<file path="config.mk">
export PLATFORM = sky130hd
export DESIGN_NAME = dma_chan_seq
export DESIGN_NICKNAME = d
export VERILOG_FILES = /design/src/rtl/dma_seq_pkg.sv /design/src/rtl/dma_ctrl_regs.sv /design/src/rtl/dma_trigger.sv /design/src/rtl/dma_burst_buf.sv /design/src/rtl/dma_chan_seq.sv
export SDC_FILE = /design/constraint.sdc
export NUM_CORES = 1
export LEC_CHECK = 0
export ABC_CLOCK_PERIOD_IN_PS = 4650
export BUFFER_PORTS_ARGS = -buffer_cell sky130_fd_sc_hd__clkbuf_2
export CORE_UTILIZATION = 50
export CTS_CLUSTER_SIZE = 24
export DETAILED_ROUTE_END_ITERATION = 10
export GPL_TIMING_DRIVEN = 0
export PLACE_DENSITY = 0.71
export SYNTH_ARGS = -nofsm -noshare
export SYNTH_HDL_FRONTEND = slang
export SYNTH_SLANG_ARGS = --single-unit
</file>
<file path="constraint.sdc">
create_clock -name clk -period 4.65 [get_ports clk]
set_clock_uncertainty 0.05 [all_clocks]
set_input_delay 0.2325 -clock clk [delete_from_list [all_inputs] [get_ports clk]]
set_output_delay 0.2325 -clock clk [all_outputs]
set_load 0.005 [all_outputs]
</file>
<file path="src/rtl/dma_seq_pkg.sv">
package dma_seq_pkg;

    localparam logic [2:0] MODE_SW   = 3'b000;
    localparam logic [2:0] MODE_EXT  = 3'b001;
    localparam logic [2:0] MODE_STX  = 3'b010;
    localparam logic [2:0] MODE_SRX  = 3'b011;
    localparam logic [2:0] MODE_CIN  = 3'b100;
    localparam logic [2:0] MODE_COUT = 3'b101;

    localparam logic [2:0] SEL_CTRL = 3'd0;
    localparam logic [2:0] SEL_RUN  = 3'd1;
    localparam logic [2:0] SEL_SRC  = 3'd2;
    localparam logic [2:0] SEL_DST  = 3'd3;
    localparam logic [2:0] SEL_CNT  = 3'd4;

    typedef struct packed {
        logic       burst;
        logic       blk;
        logic [2:0] mode;
        logic       run;
    } ctrl_t;

    typedef enum logic [1:0] {
        ST_IDLE = 2'd0,
        ST_RD   = 2'd1,
        ST_WR   = 2'd2
    } seq_st_e;

    function automatic logic mode_ok(input logic [2:0] m);
        return m <= MODE_COUT;
    endfunction

    function automatic logic burst_allowed(input logic [2:0] m);
        return (m == MODE_SW) || (m == MODE_EXT) || (m == MODE_CIN) || (m == MODE_COUT);
    endfunction

    function automatic logic src_pinned(input logic [2:0] m);
        return (m == MODE_SRX) || (m == MODE_COUT);
    endfunction

    function automatic logic dst_pinned(input logic [2:0] m);
        return (m == MODE_STX) || (m == MODE_CIN);
    endfunction

endpackage

</file>
<file path="src/rtl/dma_ctrl_regs.sv">
module dma_ctrl_regs
    import dma_seq_pkg::*;
(
    input  logic       clk,
    input  logic       rst_n,
    input  logic       wr_en,
    input  logic [2:0] wr_sel,
    input  logic [5:0] wr_data,
    input  logic       hw_clr_run,
    output ctrl_t      ctrl_o
);

    ctrl_t ctrl_d, ctrl_q;

    always_comb begin
        ctrl_d = ctrl_q;
        if (wr_en && wr_sel == SEL_CTRL) begin
            ctrl_d = ctrl_t'(wr_data);
        end else if (wr_en && wr_sel == SEL_RUN) begin
            ctrl_d.run = wr_data[0];
        end
        if (hw_clr_run) begin
            ctrl_d.run = 1'b0;
        end
    end

    always_ff @(posedge clk or negedge rst_n) begin
        if (!rst_n) ctrl_q <= '0;
        else        ctrl_q <= ctrl_d;
    end

    assign ctrl_o = ctrl_q;

    // run-only write leaves the mode, block and burst fields untouched
    p_alias_fields_r2: assert property (@(posedge clk) disable iff (!rst_n)
        (wr_en && wr_sel == SEL_RUN) |=> (ctrl_q[5:1] == $past(ctrl_q[5:1])));

    // completion clears the run flag on the next edge
    p_hw_clear_r10: assert property (@(posedge clk) disable iff (!rst_n)
        hw_clr_run |=> !ctrl_q.run);

endmodule

</file>
<file path="src/rtl/dma_trigger.sv">
module dma_trigger
    import dma_seq_pkg::*;
(
    input  logic  clk,
    input  logic  rst_n,
    input  ctrl_t ctrl_i,
    input  logic  idle_i,
    input  logic  unit_start_i,
    input  logic  unit_end_i,
    input  logic  last_unit_i,
    input  logic  req_i,
    output logic  permit_o,
    output logic  ack_o
);

    typedef struct packed {
        logic armed;
        logic ack;
    } trig_t;

    trig_t t_d, t_q;
    logic  block_en;
    logic  free_run;
    logic  unused_ctrl;

    assign unused_ctrl = ctrl_i.burst;
    assign block_en    = ctrl_i.blk && (ctrl_i.mode == MODE_EXT);
    assign free_run    = (ctrl_i.mode == MODE_SW);

    always_comb begin
        t_d     = t_q;
        t_d.ack = unit_end_i && !free_run && (!block_en || last_unit_i);
        if (unit_start_i && block_en) begin
            t_d.armed = 1'b1;
        end
        if ((idle_i && !ctrl_i.run) || (unit_end_i && last_unit_i)) begin
            t_d.armed = 1'b0;
        end
    end

    always_ff @(posedge clk or negedge rst_n) begin
        if (!rst_n) t_q <= '0;
        else        t_q <= t_d;
    end

    assign permit_o = free_run || t_q.armed || (req_i && !t_q.ack);
    assign ack_o    = t_q.ack;

    // acknowledge is a single-cycle pulse
    p_ack_pulse_r4: assert property (@(posedge clk) disable iff (!rst_n)
        t_q.ack |=> !t_q.ack);

    // the block latch never survives a stopped, idle channel
    p_armed_drop_r5: assert property (@(posedge clk) disable iff (!rst_n)
        (idle_i && !ctrl_i.run) |=> !t_q.armed);

endmodule

</file>
<file path="src/rtl/dma_burst_buf.sv">
module dma_burst_buf #(
    parameter int DATA_W = 32,
    parameter int DEPTH  = 4,
    localparam int IDX_W = (DEPTH > 1) ? $clog2(DEPTH) : 1
) (
    input  logic              clk,
    input  logic              rst_n,
    input  logic              wr_en,
    input  logic [IDX_W-1:0]  wr_idx,
    input  logic [DATA_W-1:0] wr_data,
    input  logic [IDX_W-1:0]  rd_idx,
    output logic [DATA_W-1:0] rd_data
);

    logic [DATA_W-1:0] slot [DEPTH];

    for (genvar gi = 0; gi < DEPTH; gi++) begin : g_slot
        logic [DATA_W-1:0] ent_d, ent_q;

        always_comb begin
            ent_d = ent_q;
            if (wr_en && wr_idx == IDX_W'(gi)) ent_d = wr_data;
        end

        always_ff @(posedge clk or negedge rst_n) begin
            if (!rst_n) ent_q <= '0;
            else        ent_q <= ent_d;
        end

        assign slot[gi] = ent_q;
    end

    assign rd_data = slot[rd_idx];

endmodule

</file>
<file path="src/rtl/dma_chan_seq.sv">
module dma_chan_seq
    import dma_seq_pkg::*;
#(
    parameter int ADDR_W    = 32,
    parameter int DATA_W    = 32,
    parameter int CNT_W     = 16,
    parameter int BURST_LEN = 4
) (
    input  logic              clk,
    input  logic              rst_n,
    input  logic              cfg_we,
    input  logic [2:0]        cfg_sel,
    input  logic [DATA_W-1:0] cfg_wdata,
    output logic [5:0]        ctrl_o,
    output logic [CNT_W-1:0]  cnt_o,
    output logic              done_o,
    input  logic              req_i,
    output logic              ack_o,
    output logic              mem_req_o,
    output logic              mem_we_o,
    output logic [ADDR_W-1:0] mem_addr_o,
    output logic [DATA_W-1:0] mem_wdata_o,
    input  logic [DATA_W-1:0] mem_rdata_i,
    input  logic              mem_ready_i
);

    localparam int STEP   = DATA_W / 8;
    localparam int BEAT_W = (BURST_LEN > 1) ? $clog2(BURST_LEN) : 1;
    localparam int LEN_W  = BEAT_W + 1;

    typedef struct packed {
        seq_st_e            st;
        logic [ADDR_W-1:0]  src;
        logic [ADDR_W-1:0]  dst;
        logic [CNT_W-1:0]   cnt;
        logic [BEAT_W-1:0]  beat;
        logic [LEN_W-1:0]   len;
        logic               src_fix;
        logic               dst_fix;
        logic               done;
    } seq_t;

    seq_t  s_d, s_q;
    ctrl_t ctrl;
    logic  clr_run, unit_start, unit_end, last_unit, buf_we;
    logic  permit, xfer, addr_wr, last_beat, use_burst;
    logic  [DATA_W-1:0] buf_rd;
    logic  unused_wdata;

    assign unused_wdata = ^cfg_wdata;

    dma_ctrl_regs u_regs (
        .clk        (clk),
        .rst_n      (rst_n),
        .wr_en      (cfg_we),
        .wr_sel     (cfg_sel),
        .wr_data    (cfg_wdata[5:0]),
        .hw_clr_run (clr_run),
        .ctrl_o     (ctrl)
    );

    dma_trigger u_trig (
        .clk          (clk),
        .rst_n        (rst_n),
        .ctrl_i       (ctrl),
        .idle_i       (s_q.st == ST_IDLE),
        .unit_start_i (unit_start),
        .unit_end_i   (unit_end),
        .last_unit_i  (last_unit),
        .req_i        (req_i),
        .permit_o     (permit),
        .ack_o        (ack_o)
    );

    dma_burst_buf #(.DATA_W(DATA_W), .DEPTH(BURST_LEN)) u_buf (
        .clk     (clk),
        .rst_n   (rst_n),
        .wr_en   (buf_we),
        .wr_idx  (s_q.beat),
        .wr_data (mem_rdata_i),
        .rd_idx  (s_q.beat),
        .rd_data (buf_rd)
    );

    assign xfer      = mem_req_o && mem_ready_i;
    assign addr_wr   = cfg_we && (cfg_sel == SEL_SRC || cfg_sel == SEL_DST || cfg_sel == SEL_CNT);
    assign last_beat = ({1'b0, s_q.beat} == (s_q.len - LEN_W'(1)));
    assign use_burst = ctrl.burst && burst_allowed(ctrl.mode);

    always_comb begin
        s_d        = s_q;
        s_d.done   = 1'b0;
        clr_run    = 1'b0;
        unit_start = 1'b0;
        unit_end   = 1'b0;
        last_unit  = 1'b0;
        buf_we     = 1'b0;
        unique case (s_q.st)
            ST_IDLE: begin
                if (addr_wr) begin
                    if (cfg_sel == SEL_SRC) s_d.src = cfg_wdata[ADDR_W-1:0];
                    if (cfg_sel == SEL_DST) s_d.dst = cfg_wdata[ADDR_W-1:0];
                    if (cfg_sel == SEL_CNT) s_d.cnt = cfg_wdata[CNT_W-1:0];
                end else if (ctrl.run && mode_ok(ctrl.mode)) begin
                    if (s_q.cnt == '0) begin
                        clr_run  = 1'b1;
                        s_d.done = 1'b1;
                    end else if (permit) begin
                        unit_start  = 1'b1;
                        s_d.st      = ST_RD;
                        s_d.beat    = '0;
                        s_d.src_fix = src_pinned(ctrl.mode);
                        s_d.dst_fix = dst_pinned(ctrl.mode);
                        if (!use_burst)                          s_d.len = LEN_W'(1);
                        else if (s_q.cnt < CNT_W'(BURST_LEN))    s_d.len = LEN_W'(s_q.cnt);
                        else                                     s_d.len = LEN_W'(BURST_LEN);
                    end
                end
            end
            ST_RD: begin
                if (xfer) begin
                    buf_we = 1'b1;
                    if (!s_q.src_fix) s_d.src = s_q.src + ADDR_W'(STEP);
                    if (last_beat) begin
                        s_d.beat = '0;
                        s_d.st   = ST_WR;
                    end else begin
                        s_d.beat = s_q.beat + BEAT_W'(1);
                    end
                end
            end
            ST_WR: begin
                if (xfer) begin
                    if (!s_q.dst_fix) s_d.dst = s_q.dst + ADDR_W'(STEP);
                    s_d.cnt = s_q.cnt - CNT_W'(1);
                    if (last_beat) begin
                        unit_end = 1'b1;
                        s_d.beat = '0;
                        s_d.st   = ST_IDLE;
                        if (s_q.cnt == CNT_W'(1)) begin
                            last_unit = 1'b1;
                            clr_run   = 1'b1;
                            s_d.done  = 1'b1;
                        end
                    end else begin
                        s_d.beat = s_q.beat + BEAT_W'(1);
                    end
                end
            end
            default: s_d.st = ST_IDLE;
        endcase
    end

    always_ff @(posedge clk or negedge rst_n) begin
        if (!rst_n) s_q <= '{st: ST_IDLE, default: '0};
        else        s_q <= s_d;
    end

    assign ctrl_o      = ctrl;
    assign cnt_o       = s_q.cnt;
    assign done_o      = s_q.done;
    assign mem_req_o   = (s_q.st != ST_IDLE);
    assign mem_we_o    = (s_q.st == ST_WR);
    assign mem_addr_o  = (s_q.st == ST_WR) ? s_q.dst : s_q.src;
    assign mem_wdata_o = buf_rd;

    // a stalled access keeps its address and direction
    p_hold_access_r3: assert property (@(posedge clk) disable iff (!rst_n)
        (mem_req_o && !mem_ready_i) |=> (mem_req_o && $stable(mem_addr_o) && $stable(mem_we_o)));

    // the done pulse is one cycle and comes with run already low
    p_done_pulse_r10: assert property (@(posedge clk) disable iff (!rst_n)
        done_o |=> !done_o);
    p_done_run_r10: assert property (@(posedge clk) disable iff (!rst_n)
        done_o |-> !ctrl_o[0]);

    // reserved modes keep the sequencer idle
    p_reserved_idle_r12: assert property (@(posedge clk) disable iff (!rst_n)
        (s_q.st == ST_IDLE && !mode_ok(ctrl.mode)) |=> !mem_req_o);

    // a unit's beat index stays inside its length, which never exceeds the burst size
    p_beat_bound_r7: assert property (@(posedge clk) disable iff (!rst_n)
        mem_req_o |-> (s_q.len != '0 && s_q.len <= LEN_W'(BURST_LEN) && {1'b0, s_q.beat} < s_q.len));

    // a pinned peripheral source does not move on an accepted read
    p_src_pinned_r9: assert property (@(posedge clk) disable iff (!rst_n)
        (s_q.st == ST_RD && s_q.src_fix && xfer) |=> $stable(s_q.src));

endmodule

</file>
## Word-level counts from Yosys, hierarchy flattened

Cells that the tools add are included.

- Input bits: 72
- Output and inout bits: 90
- Logic and storage cells: 164
- Register bits: 226

- Reduce and logical (&&, ||, !) cells: 49
- $lt $le $gt $ge: 3
- Mux-type cells: 55
- Bitwise gates (word level): 3
- Add/sub/neg operators: 5
- Equality and inequality tests: 30

Operators by type and width:

| kind | number |
|---|---|
| 32-bit 2-to-1 mux | 7 |
| 48-bit one-hot mux with 2 select lines | 1 |
| 80-bit 2-to-1 mux | 1 |
| 32-bit by 3-bit adder with 32-bit output (second input constant) | 2 |
| 32-bit binary-select mux with 2-bit select | 1 |
| 32-bit one-hot mux with 2 select lines | 1 |
| 50-bit 2-to-1 mux | 1 |
| 34-bit 2-to-1 mux | 1 |
| 2-bit != test (second input constant) | 12 |
| 1-bit 2-to-1 mux | 22 |
| 2-bit 2-to-1 mux | 9 |
| 1-bit logical AND | 17 |
| 16-bit by 1-bit == test with 1-bit output (second input constant) | 1 |
| 16-bit logical NOT | 1 |
| 16-bit by 3-bit < comparator with 1-bit output (second input constant) | 1 |
| 16-bit 2-to-1 mux | 1 |
| 8-bit 2-to-1 mux | 2 |
| 16-bit by 1-bit subtractor with 16-bit output (second input constant) | 1 |
| 5-bit AND reduction | 3 |
| 7-bit 2-to-1 mux | 2 |
| 3-bit by 2-bit == test with 1-bit output (second input constant) | 4 |
| 2-bit one-hot mux with 3 select lines | 2 |
| 1-bit logical OR | 11 |
| 3-bit == test (second input constant) | 3 |
| other kinds (21) | 38 |

## Depth between registers and ports, before layout

- Word-level depth: 11
- Depth in mapped cells: 10
- Depth with buffers taken out: 7

## Hierarchy

A second synthesis with hierarchy kept.

- Cells, all modules: 1074
- Area total of the unflattened synthesis: 12086.6 sq um

By module, submodules not included:

| module | times used | sequential area each (sq um) | area an instance (sq um) | cells each |
|---|---|---|---|---|
| dma_chan_seq | 1 | 2252.2 | 6206.0 | 735 |
| dma_burst_buf | 1 | 3203.1 | 5504.0 | 311 |
| dma_ctrl_regs | 1 | 150.1 | 260.2 | 16 |
| dma_trigger | 1 | 50.0 | 116.4 | 12 |

## Least setup slack after synthesis

Ideal clock, no wire load.

- Kind: flip-flop to flip-flop
- From: register s_q[6] (netlist bit)
- To: register u_buf.g_slot[0].ent_q[10]
- Cell stages (with the launch flop): 8
- Path buffers: 3
- Period minus slack after synthesis: 2.443 ns
- Arrival time: 2.268 ns
- Library setup time: 0.125 ns
- Slack: 2.207 ns
- Data required time: 4.475 ns
- Cell sequence: dfrtp_1 buf_2 buf_1 inv_1 ha_1 nand2_1 buf_1 mux2_2

- Word-level cells in the longest chain between the ends: 2

RTL lines:

| item | RTL line | RTL |
|---|---|---|
| from (decl) | dma_chan_seq.sv:43 | `seq_t s_d, s_q;` |
| from (signal assigned) | dma_chan_seq.sv:155 | `if (!rst_n) s_q <= '{st: ST_IDLE, default: '0};` |
| from (signal assigned) | dma_chan_seq.sv:156 | `else s_q <= s_d;` |
| 2-bit logical NOT | dma_burst_buf.sv:22 | `if (wr_en && wr_idx == IDX_W'(gi)) ent_d = wr_data;` |
| 1-bit logical AND | dma_burst_buf.sv:22 |  |
| to (signal assigned) | dma_burst_buf.sv:27 | `else ent_q <= ent_d;` |
| to (decl) | dma_burst_buf.sv:18 | `logic [DATA_W-1:0] ent_d, ent_q;` |

No other way between the ends.
A chain may end at the register's enable or synchronous reset.

## Worst setup path in the final report

- From: register s_q[88] (netlist bit)
- To: output mem_addr_o[31]

- Word-level cells in the longest chain between the ends: 2

RTL lines:

| item | RTL line | RTL |
|---|---|---|
| 2-bit == test | dma_chan_seq.sv:164 | `assign mem_addr_o = (s_q.st == ST_WR) ? s_q.dst : s_q.src;` |
| 32-bit 2-to-1 mux | dma_chan_seq.sv:164 |  |
| to (decl) | dma_chan_seq.sv:21 | `output logic [ADDR_W-1:0] mem_addr_o,` |

No other way between the ends.

==> run metrics <==
met2 track demand over resource=46.1%; # Max-Cap Violations=0; clock network latency to the later pin of the worst-skew pair=0.54 ns; ratio of cells with drive above 1 in the final layout=32.8%; Critical R2R Launch=s_q[7]$_DFFE_PN0P_; reg2reg setup slack=1.49 ns; layer with the highest usage=met2; post-layout min period=between 3 and 4 ns; vias in the first global route=slightly below 10,000; Yosys top cell area share=47.0%; syn_area_per_cell=11.1 um^2; met1 GRT Util=38.4%; xor/xnor cell area share of the yosys netlist=less than 1%; antenna violations before repair=2; most area-consuming cells after synthesis=sky130_fd_sc_hd__dfrtp_1 (47%), sky130_fd_sc_hd__mux2_2 (15%), sky130_fd_sc_hd__mux4_2 (6.0%); global routing met3 resource utilization=4.79%; post-synth cell types=72; remaining routing DRC violations=0; flip-flop and latch count after synthesis=226; required time of the critical path=4.37 ns; adder and majority gate portion of the synthesized area=1.35%; share of synthesized area occupied by flip-flops and latches=between 40% and 50%; category of the most critical setup path=flop to output port; Post-Place Cells=1,564; Pleak=0.00669 uW; Slew headroom=44.6%; end of the worst register-to-register path=u_buf.g_slot[1].ent_q[14]$_DFFE_PN0P_; ratio of total power to cell area=between 600 and 700 nW/um^2; largest net degree at the start of global routing=between 90 and 100; first-pass GRT wire length=~54 mm; Final Max Slew Viols=0; buffer type at the clock tree root=sky130_fd_sc_hd__clkbuf_16; number of inserted diodes=0; HPWL reported at the end of detailed placement=around 24 mm; via count=10,100; buffer count from post-CTS setup fixing=0; number of sinks handled by clock tree synthesis=226; start point of the critical path=s_q[88]$_DFFE_PN0P_; data arrival time of the worst path=3.21 ns; Num CTS Buffers=25; capturing element of the worst setup path=mem_addr_o[31]; clock tree from TritonCTS=built; remaining antenna violation count=0; Vias per Instance=6.05; worst hold-check path type=input port to flop; FP Rows=56; instance count of the mapped netlist=1,082; area of the core=23,500 um^2; Min-Delay Path Depth=3; Bufs on Longest Clock Path=3; final period utilization=75.1%; r2r worst-path depth=7; top post-synthesis cells by count=sky130_fd_sc_hd__dfrtp_1 (226), sky130_fd_sc_hd__mux2_2 (159), sky130_fd_sc_hd__nand2_1 (79); die boundary height=157 um; Post-Synthesis Net Count=1,167; most common cell in the netlist=sky130_fd_sc_hd__dfrtp_1; detailed-route wire length=34.4 mm; summed instance area of the synthesized netlist=12,000 um^2; post-route cell area=14,700 um^2; CTS clk-pin slew, worst paths=0.06 ns; WL/cell=20.7 um; global placer's final weighted congestion=0.951; most common flop cell mapped by yosys=sky130_fd_sc_hd__dfrtp_1; count of flip-flops with a built-in enable after synthesis=0; share of synthesized cell area in and, or, nand and nor gates=12.1%; Pwr Total=9360 uW; Resized Gates After CTS=0; setup repair after global routing missed its margin=false; final hold viol count=0; Die Area=24,700 um^2; Hold-fix buffers, CTS=52; run status=complete, no violations; Critical Path End Type=output port; complex-gate fraction of the synthesized area=12.4%; input/output buffers=161; library cell occupying the most area in the post-synthesis netlist=sky130_fd_sc_hd__dfrtp_1; Worst Setup Start Kind=flop; share of synthesized area spent on multiplexers=22.8%; largest family of logic cells by synthesized area=multiplexers; post-layout net count=roughly 1,400; grt ovf=0; actual slew at the worst max-slew pin=0.831 ns; number of optimization iterations in the first detailed-route pass=5; Max Clk Rate=0.286 GHz; Initial Utilization=51.1%; placed inst area=13,300 um^2; layout overhead on the synthesized area=22.4%; initial drt markers=1,048; horizontal die dimension=around 160 um; global routing usage summed across all routing layers=28.2%; async set or reset register ratio after synthesis=100%; Cell Count, Final, Fillers Out=1,664; maximum net fanout on the critical path=10; H-Tree Depth=1; count of warnings emitted by yosys=0; VDD IR-drop max=368 uV; number of setup violations in the final report=0; io pins=162
routing by layer:
layer  share of wire [%]  vias to the layer above
met2                  47                      466
li1                    -                     4531
met4                 3.4                        4
met3                 8.2                      103
met5               0.078                        -
met1                  42                     4970
report_power, final:
part | leakage [uW] | internal (uW) | switching (uW) | total, uW
logic | 0.00338 | 1870 | 1860 | 3730
registers | 0.00287 | 2770 | 739 | 3510
clock network | 0.000437 | 1300 | 826 | 2120
cell type report:
| type | count | area [um^2] |
|---|---|---|
| Tap cell | 319 | 399 |
| Sequential cell | 226 | 5660 |
| Clock inverter | 10 | 165 |
| Clock buffer | 36 | 717 |
| Inverter | 31 | 116 |
| Timing Repair Buffer | 217 | 1410 |
| Multi-Input combinational cell | 745 | 5880 |
| Buffer | 80 | 375 |
| Fill cell | 1893 | 8830 |
logic make-up (layout without fill, tap and decap cells):
family                     after synthesis  after routing
xor gates and xnor gates                 4              4
muxes                                  214            214
buffers and inverters                  111            374
DFF                                    226            226
adders and majority gates               13             13
and+or+nand+nor                        280            280
AOI/OAI and AO/OA                      234            234
per-stage QoR:
step                      util, %  hold slack [ns]  setup TNS (ns)  setup WS (ns)
after floorplan                 -           -0.113               0           2.21
after global placement       56.2            0.410         -302.25          -1.35
after detailed placement     56.5            0.213               0           1.49
after CTS                    62.4          0.00129               0           1.20
after global routing         62.5         0.000871               0           1.01
final                        62.5          0.00296               0           1.16
sequential cells by signal (all words and copies together) (netlist names):
name / flops
u_buf.g_slot.ent_q: 128
s_q: 73
cnt_o: 16
u_regs.ctrl_o: 6
done_o: 1
u_trig.ack_o: 1
u_trig.t_q: 1
worst max-delay path, stage by stage (launching register included):
cell and delay [ns]:
sky130_fd_sc_hd__dfrtp_1 0.38, sky130_fd_sc_hd__inv_1 0.11, sky130_fd_sc_hd__ha_1 0.17, sky130_fd_sc_hd__clkbuf_1 0.33
sky130_fd_sc_hd__clkbuf_1 0.45, sky130_fd_sc_hd__clkbuf_1 0.67, sky130_fd_sc_hd__mux2_2 0.45, sky130_fd_sc_hd__clkbuf_2 0.12
layout by cell type, fill, tap and decap left out, drive strengths merged, types with 7 or more instances in the layout:
cell type    instances
clkbuf             235
dfrtp              226
mux2               159
nand2               79
a21oi               71
dlygate4sd3         54
nor2                54
o21ai               52
buf                 44
nand3               37
mux4                32
inv                 32
o22ai               25
mux2i               23
nor3                21
nand4               18
ha                  13
nor4                13
a22oi               10
or3                 10
and3                 9
a31oi                8
o22a                 8
a311oi               7
and2                 7
how the worst min path moves through the flow:
stage,start,end,slack (ns)
5_1_grt,cfg_wdata[27],s_q[51]$_DFFE_PN0P_,0.0009
3_5_place_dp,rst_n,u_buf.g_slot[0].ent_q[7]$_DFFE_PN0P_,0.21
3_3_place_gp,s_q[56]$_DFFE_PN0P_,s_q[56]$_DFFE_PN0P_,0.41
6_report,cfg_wdata[27],s_q[51]$_DFFE_PN0P_,0.003
4_1_cts,cfg_wdata[8],s_q[32]$_DFFE_PN0P_,0.001
2_1_floorplan,rst_n,cnt_o[0]$_DFFE_PN0P_,-0.11
No activity file was read; power rests on OpenSTA's default activity.
